## src/rtl/quiz_pkg.sv

```systemverilog
package quiz_pkg;
  localparam int NUM_BTN = 3;
  typedef enum int unsigned {
    BTN_A   = 0,
    BTN_B   = 1,
    BTN_CLR = 2
  } btn_idx_e;
endpackage

```

## src/rtl/quiz_rst_sync.sv

```systemverilog
module quiz_rst_sync #(
  parameter int STAGES = 2
) (
  input  logic clk,
  input  logic rst_n_in,
  output logic rst_n_out
);
  logic [STAGES-1:0] chain_q;
  logic [STAGES-1:0] chain_d;

  always_comb begin
    chain_d = {chain_q[STAGES-2:0], 1'b1};
  end

  always_ff @(posedge clk or negedge rst_n_in) begin
    if (!rst_n_in) chain_q <= '0;
    else           chain_q <= chain_d;
  end

  assign rst_n_out = chain_q[STAGES-1];
endmodule

```

## src/rtl/quiz_btn_filter.sv

```systemverilog
module quiz_btn_filter #(
  parameter int SYNC_STAGES     = 2,
  parameter int DEBOUNCE_CYCLES = 2_500_000
) (
  input  logic clk,
  input  logic rst_n,
  input  logic raw_in,
  output logic level_o,
  output logic rise_o
);
  localparam int CNT_W = $clog2(DEBOUNCE_CYCLES + 1);
  localparam logic [CNT_W-1:0] CNT_LAST = CNT_W'(DEBOUNCE_CYCLES - 1);

  logic [SYNC_STAGES-1:0] sync_q, sync_d;
  logic [CNT_W-1:0]       cnt_q, cnt_d;
  logic                   lvl_q, lvl_d;
  logic                   rise_q, rise_d;
  logic                   samp;

  assign samp = sync_q[SYNC_STAGES-1];

  always_comb begin
    sync_d = {sync_q[SYNC_STAGES-2:0], raw_in};
    cnt_d  = '0;
    lvl_d  = lvl_q;
    rise_d = 1'b0;
    if (samp != lvl_q) begin
      if (cnt_q == CNT_LAST) begin
        lvl_d  = samp;
        rise_d = samp;
      end else begin
        cnt_d = cnt_q + 1'b1;
      end
    end
  end

  always_ff @(posedge clk or negedge rst_n) begin
    if (!rst_n) begin
      sync_q <= '0;
      cnt_q  <= '0;
      lvl_q  <= 1'b0;
      rise_q <= 1'b0;
    end else begin
      sync_q <= sync_d;
      cnt_q  <= cnt_d;
      lvl_q  <= lvl_d;
      rise_q <= rise_d;
    end
  end

  assign level_o = lvl_q;
  assign rise_o  = rise_q;

  // an accepted edge is a single-cycle event
  assert_rise_single_R8: assert property (@(posedge clk) disable iff (!rst_n)
    rise_q |=> !rise_q);
  // the filtered level only moves when the synchronised input disagreed with it
  assert_level_follows_R8: assert property (@(posedge clk) disable iff (!rst_n)
    (samp == lvl_q) |=> $stable(lvl_q));
endmodule

```

## src/rtl/quiz_lockout_core.sv

```systemverilog
module quiz_lockout_core (
  input  logic clk,
  input  logic rst_n,
  input  logic rise_a,
  input  logic rise_b,
  input  logic clr_level,
  output logic held_a,
  output logic held_b
);
  logic a_q, a_d, b_q, b_d;
  logic take_a, take_b;

  always_comb begin
    take_a = rise_a && !b_q;
    take_b = rise_b && !a_q && !take_a;
    if (clr_level) begin
      a_d = 1'b0;
      b_d = 1'b0;
    end else begin
      a_d = a_q || take_a;
      b_d = b_q || take_b;
    end
  end

  always_ff @(posedge clk or negedge rst_n) begin
    if (!rst_n) begin
      a_q <= 1'b0;
      b_q <= 1'b0;
    end else begin
      a_q <= a_d;
      b_q <= b_d;
    end
  end

  assign held_a = a_q;
  assign held_b = b_q;

  assert_never_both_R10: assert property (@(posedge clk) disable iff (!rst_n)
    !(a_q && b_q));
  assert_clear_wins_R5: assert property (@(posedge clk) disable iff (!rst_n)
    clr_level |=> (!a_q && !b_q));
  assert_hold_a_R2: assert property (@(posedge clk) disable iff (!rst_n)
    (a_q && !clr_level) |=> a_q);
  assert_lockout_R4: assert property (@(posedge clk) disable iff (!rst_n)
    (b_q && !clr_level) |=> !a_q);
  assert_tie_to_a_R6: assert property (@(posedge clk) disable iff (!rst_n)
    (rise_a && rise_b && !a_q && !b_q && !clr_level) |=> (a_q && !b_q));
endmodule

```

## src/rtl/quiz_lockout.sv

```systemverilog
module quiz_lockout #(
  parameter int SYNC_STAGES     = 2,
  parameter int RST_STAGES      = 2,
  parameter int DEBOUNCE_CYCLES = 2_500_000
) (
  input  logic clk,
  input  logic rst_n,
  input  logic btn_a_raw,
  input  logic btn_b_raw,
  input  logic btn_clr_raw,
  output logic lamp_a,
  output logic lamp_b,
  output logic busy
);
  import quiz_pkg::*;

  logic               rst_n_s;
  logic [NUM_BTN-1:0] raw_vec, lvl_vec, rise_vec;

  assign raw_vec[BTN_A]   = btn_a_raw;
  assign raw_vec[BTN_B]   = btn_b_raw;
  assign raw_vec[BTN_CLR] = btn_clr_raw;

  quiz_rst_sync #(.STAGES(RST_STAGES)) u_rst (
    .clk(clk), .rst_n_in(rst_n), .rst_n_out(rst_n_s));

  for (genvar i = 0; i < NUM_BTN; i++) begin : g_btn
    quiz_btn_filter #(
      .SYNC_STAGES(SYNC_STAGES),
      .DEBOUNCE_CYCLES(DEBOUNCE_CYCLES)
    ) u_filt (
      .clk(clk), .rst_n(rst_n_s), .raw_in(raw_vec[i]),
      .level_o(lvl_vec[i]), .rise_o(rise_vec[i]));
  end

  quiz_lockout_core u_core (
    .clk(clk), .rst_n(rst_n_s),
    .rise_a(rise_vec[BTN_A]), .rise_b(rise_vec[BTN_B]),
    .clr_level(lvl_vec[BTN_CLR]),
    .held_a(lamp_a), .held_b(lamp_b));

  assign busy = lamp_a | lamp_b;

  assert_busy_R10: assert property (@(posedge clk) disable iff (!rst_n_s)
    $rose(busy) |-> $past(!lamp_a && !lamp_b));
endmodule

```

## config.mk

```make
export PLATFORM = sky130hd
export DESIGN_NAME = quiz_lockout
export DESIGN_NICKNAME = d
export VERILOG_FILES = /design/src/rtl/quiz_pkg.sv /design/src/rtl/quiz_rst_sync.sv /design/src/rtl/quiz_btn_filter.sv /design/src/rtl/quiz_lockout_core.sv /design/src/rtl/quiz_lockout.sv
export SDC_FILE = /design/constraint.sdc
export NUM_CORES = 1
export LEC_CHECK = 0
export ABC_AREA = 1
export CORE_MARGIN = 1.5
export CORE_UTILIZATION = 60
export DETAILED_ROUTE_END_ITERATION = 6
export GPL_ROUTABILITY_DRIVEN = 0
export PLACE_DENSITY_LB_ADDON = 0.3
export SYNTH_ARGS = -nofsm -noshare
export SYNTH_HDL_FRONTEND = slang
export SYNTH_SLANG_ARGS = --single-unit
```

## constraint.sdc

```tcl
create_clock -name clk -period 5.1 [get_ports clk]
set_clock_uncertainty 0.2 [all_clocks]
set_input_delay 0.51 -clock clk [delete_from_list [all_inputs] [get_ports clk]]
set_output_delay 0.51 -clock clk [all_outputs]
set_load 0.01 [all_outputs]
```

==> run metrics <==
Post-Synth XOR/XNOR Area=7.34%; synthesized area=~4400 um^2; mux share of post-synthesis cell area=0%; CP top delay family=buffers and inverters; Hold Violations, Final=0; slowest stage cell, crit path=clkdlybuf4s50_1; #FFs+latches synth=81; width of the die=88.5 um; slew of the pin with the lowest slew margin=975 ps; via count=about 3600; vias in the first global route=3404; RSZ-0062 raised after global routing=no; postcts setup bufs=0; adder-cell share of the synthesized area=1.14%; H-Tree Depth=3; largest net degree at the start of global routing=80; residual DRC count=0; Simple-Gate Fraction of Synth Area=37.0%; outcome=complete, no violations; CTS Root Cell=clkbuf_8; final worst path period share=about 41%; Synth Area in Compound Gates=2.40%; Post-Route WL=8770 um; Buf/Inv on CP=2; post-synthesis cell count=559; Starting Density=around 63%; Placed Cells incl. Taps=662; Startpoint Class=flip-flop; crit-path max FO=3; Pins Over Slew Limit=0; CTS resizes=0; initial antenna violation count=0; post-DP HPWL=6370 um; # clock sinks=81; Tot Pwr=between 0.001 and 0.0015 W; Clock Latency Late Sink=roughly 360 ps; CP Capture Type=primary output; share of post-route cells with drive strength above 1=11.7%; diode count=0; DRT iter0 DRCs=179; sequential area share after synthesis=a little under half; largest family of logic cells by synthesized area=simple AND/OR/NAND/NOR gates; CTS clock-pin slew for the worst setup and hold paths=90 ps; slew margin rel.=around a third; Mean Syn Cell Area=between 7 and 8 um^2; Synthesized Nets=568; CTS tree=done; die area=just under 8000 um^2; global-route wire length before repair=15400 um; synth unique cells=21; post-DR wirelength/cell=12.9 um; CTS buffer count=9; Power Dens Cells=257 nW/um^2; Hold WS=95.4 ps; Finished Cell Area=4800 um^2; Port Buffers=7; DRT Pass-1 Iters=5; peak supply drop=189 uV; MaxCap Viol Count=0; DP Area=approximately 4600 um^2; Ports=8; total gr overflow=0; fin cells=between 600 and 700; yosys warns=0; Final Setup Violations=0; TNS Setup=0 ps; overall routing resource usage=between 20% and 30%; Tmin final=2070 ps; hold buffers post-CTS=0; core box area=6940 um^2; P&R area growth vs syn=9.62%; CTS max path bufs=2; crit path DAT=1360 ps; Die H=88.5 um; crit-path cells=inv_1 > nand2_1 > clkdlybuf4s50_1; antenna-violating nets left=0; leakage=~2.1 nW; FP Rows=30; worst min path class=primary input to async pin; drt via density=5.29; Fmax=~0.48 GHz; Crit path required time=approximately 4400 ps; Setup CP Type=flip-flop to primary output; slowest stage delay, CP=520 ps; fin nets=586
## cells in the mapped netlist
| cell | number | area, um^2 |
|---|---|---|
| nor3_1 | 13 | 65.1 |
| nand4_1 | 14 | 87.6 |
| inv_1 | 63 | 236 |
| nand3_2 | 2 | 20.0 |
| nor2_1 | 126 | 473 |
| inv_2 | 5 | 18.8 |
| ha_1 | 4 | 50.1 |
| dfrtp_1 | 81 | 2030 |
| nor2_2 | 11 | 68.8 |
| a211oi_1 | 2 | 15.0 |
| xnor2_1 | 18 | 158 |
| nand3_1 | 45 | 225 |
| a21oi_1 | 15 | 75.1 |
| nand2_1 | 108 | 405 |
| conb_1 | 1 | 3.75 |
| xor2_1 | 15 | 131 |
| nand2_4 | 2 | 22.5 |
| nand2_2 | 15 | 93.8 |
| xor2_2 | 2 | 32.5 |
| nor2_4 | 14 | 158 |
| o21ai_0 | 3 | 15.0 |
## report_power, final
part	internal, W	switching, W	total, W
Sequential	0.000650	0.0000173	0.000668
Clock	0.000291	0.000247	0.000538
Combinational	0.0000107	0.0000184	0.0000291
Total	0.000952	0.000283	0.00123
## per-stage QoR
stage / setup slack [ps] / util, %
final: 3030 / 69.2
after global routing: 2970 / 69.2
after CTS: 3010 / 69.2
after detailed placement: 3410 / 65.9
after global placement: 3420 / 65.9
after floorplan: 2480 / -
## final cells by class
cell class | instances | area (um^2)
fill | 567 | 2140
clock buffer | 10 | 138
tap | 96 | 120
clock inverter | 6 | 90.1
timing repair buffer | 7 | 70.1
inverter | 68 | 255
multi-input combinational | 410 | 2100
sequential | 81 | 2030
## cells in the final DEF (no fill, tap or decap), types with 4 or more instances in the layout
cell type        instances
inv_2                    5
nor2_1                 126
xor2_1                  15
clkbuf_8                10
ha_1                     4
inv_1                   63
xnor2_1                 18
a21oi_1                 15
nand2_2                 15
nor3_1                  13
clkdlybuf4s50_1          7
nor2_2                  11
nand4_1                 14
nor2_4                  14
nand3_1                 45
dfrtp_1                 80
nand2_1                108
## per-layer routing
| layer | GRT usage (%) | vias to the layer above | part of all wire [%] |
|---|---|---|---|
| met5 | 0 | - | 0 |
| met4 | 10.8 | 0 | 2.2 |
| met3 | 5.88 | 22 | 4.8 |
| met2 | 38.5 | 97 | 47 |
| met1 | 35.0 | 1693 | 46 |
| li1 | - | 1774 | - |
## logic make-up (layout without fill, tap and decap cells)
| family | Yosys count | in the layout |
|---|---|---|
| adders and majority gates | 4 | 4 |
| and+or+nand+nor | 350 | 350 |
| DFF | 81 | 81 |
| xor gates and xnor gates | 35 | 35 |
| other | 1 | 1 |
| buffers and inverters | 68 | 91 |
| AOI/OAI and AO/OA | 20 | 20 |
## worst paths after layout
check | end | startpoint | cells past startpoint | slack (ps)
worst max register to register | g_btn[2].u_filt.cnt_q[20] | g_btn[2].u_filt.cnt_q[0] | 9 | 3360
worst max-delay path | busy | u_core.held_a | 3 | 3030
worst min register to register | g_btn[1].u_filt.sync_q[1] | g_btn[1].u_filt.sync_q[0] | 0 | 160
max in group asynchronous | g_btn[1].u_filt.cnt_q[5] | u_rst.chain_q[1] | 0 | 3770
worst min-delay path | u_rst.chain_q[0] | rst_n | 1 | 100
min in group clk | g_btn[1].u_filt.sync_q[1] | g_btn[1].u_filt.sync_q[0] | 0 | 160
## state kept, by name, summed over array words and instances, names as in the netlist
signal and cells:
g_btn.u_filt.level_o 3, g_btn.u_filt.sync_q 6, u_core.held_a 1, u_rst.chain_q 2, g_btn.u_filt.rise_o 2, g_btn.u_filt.cnt_q 66, u_core.held_b 1
## worst reg2reg max path, stage by stage (launching register included)
cell,delay [ps]
dfrtp_1,400
ha_1,210
inv_1,60
nor2_2,210
nand2_1,130
nor2_4,150
nand2_1,60
nand2_1,60
nand2_1,50
nor2_1,130
Note: power is estimated with default switching activity, not from simulation.
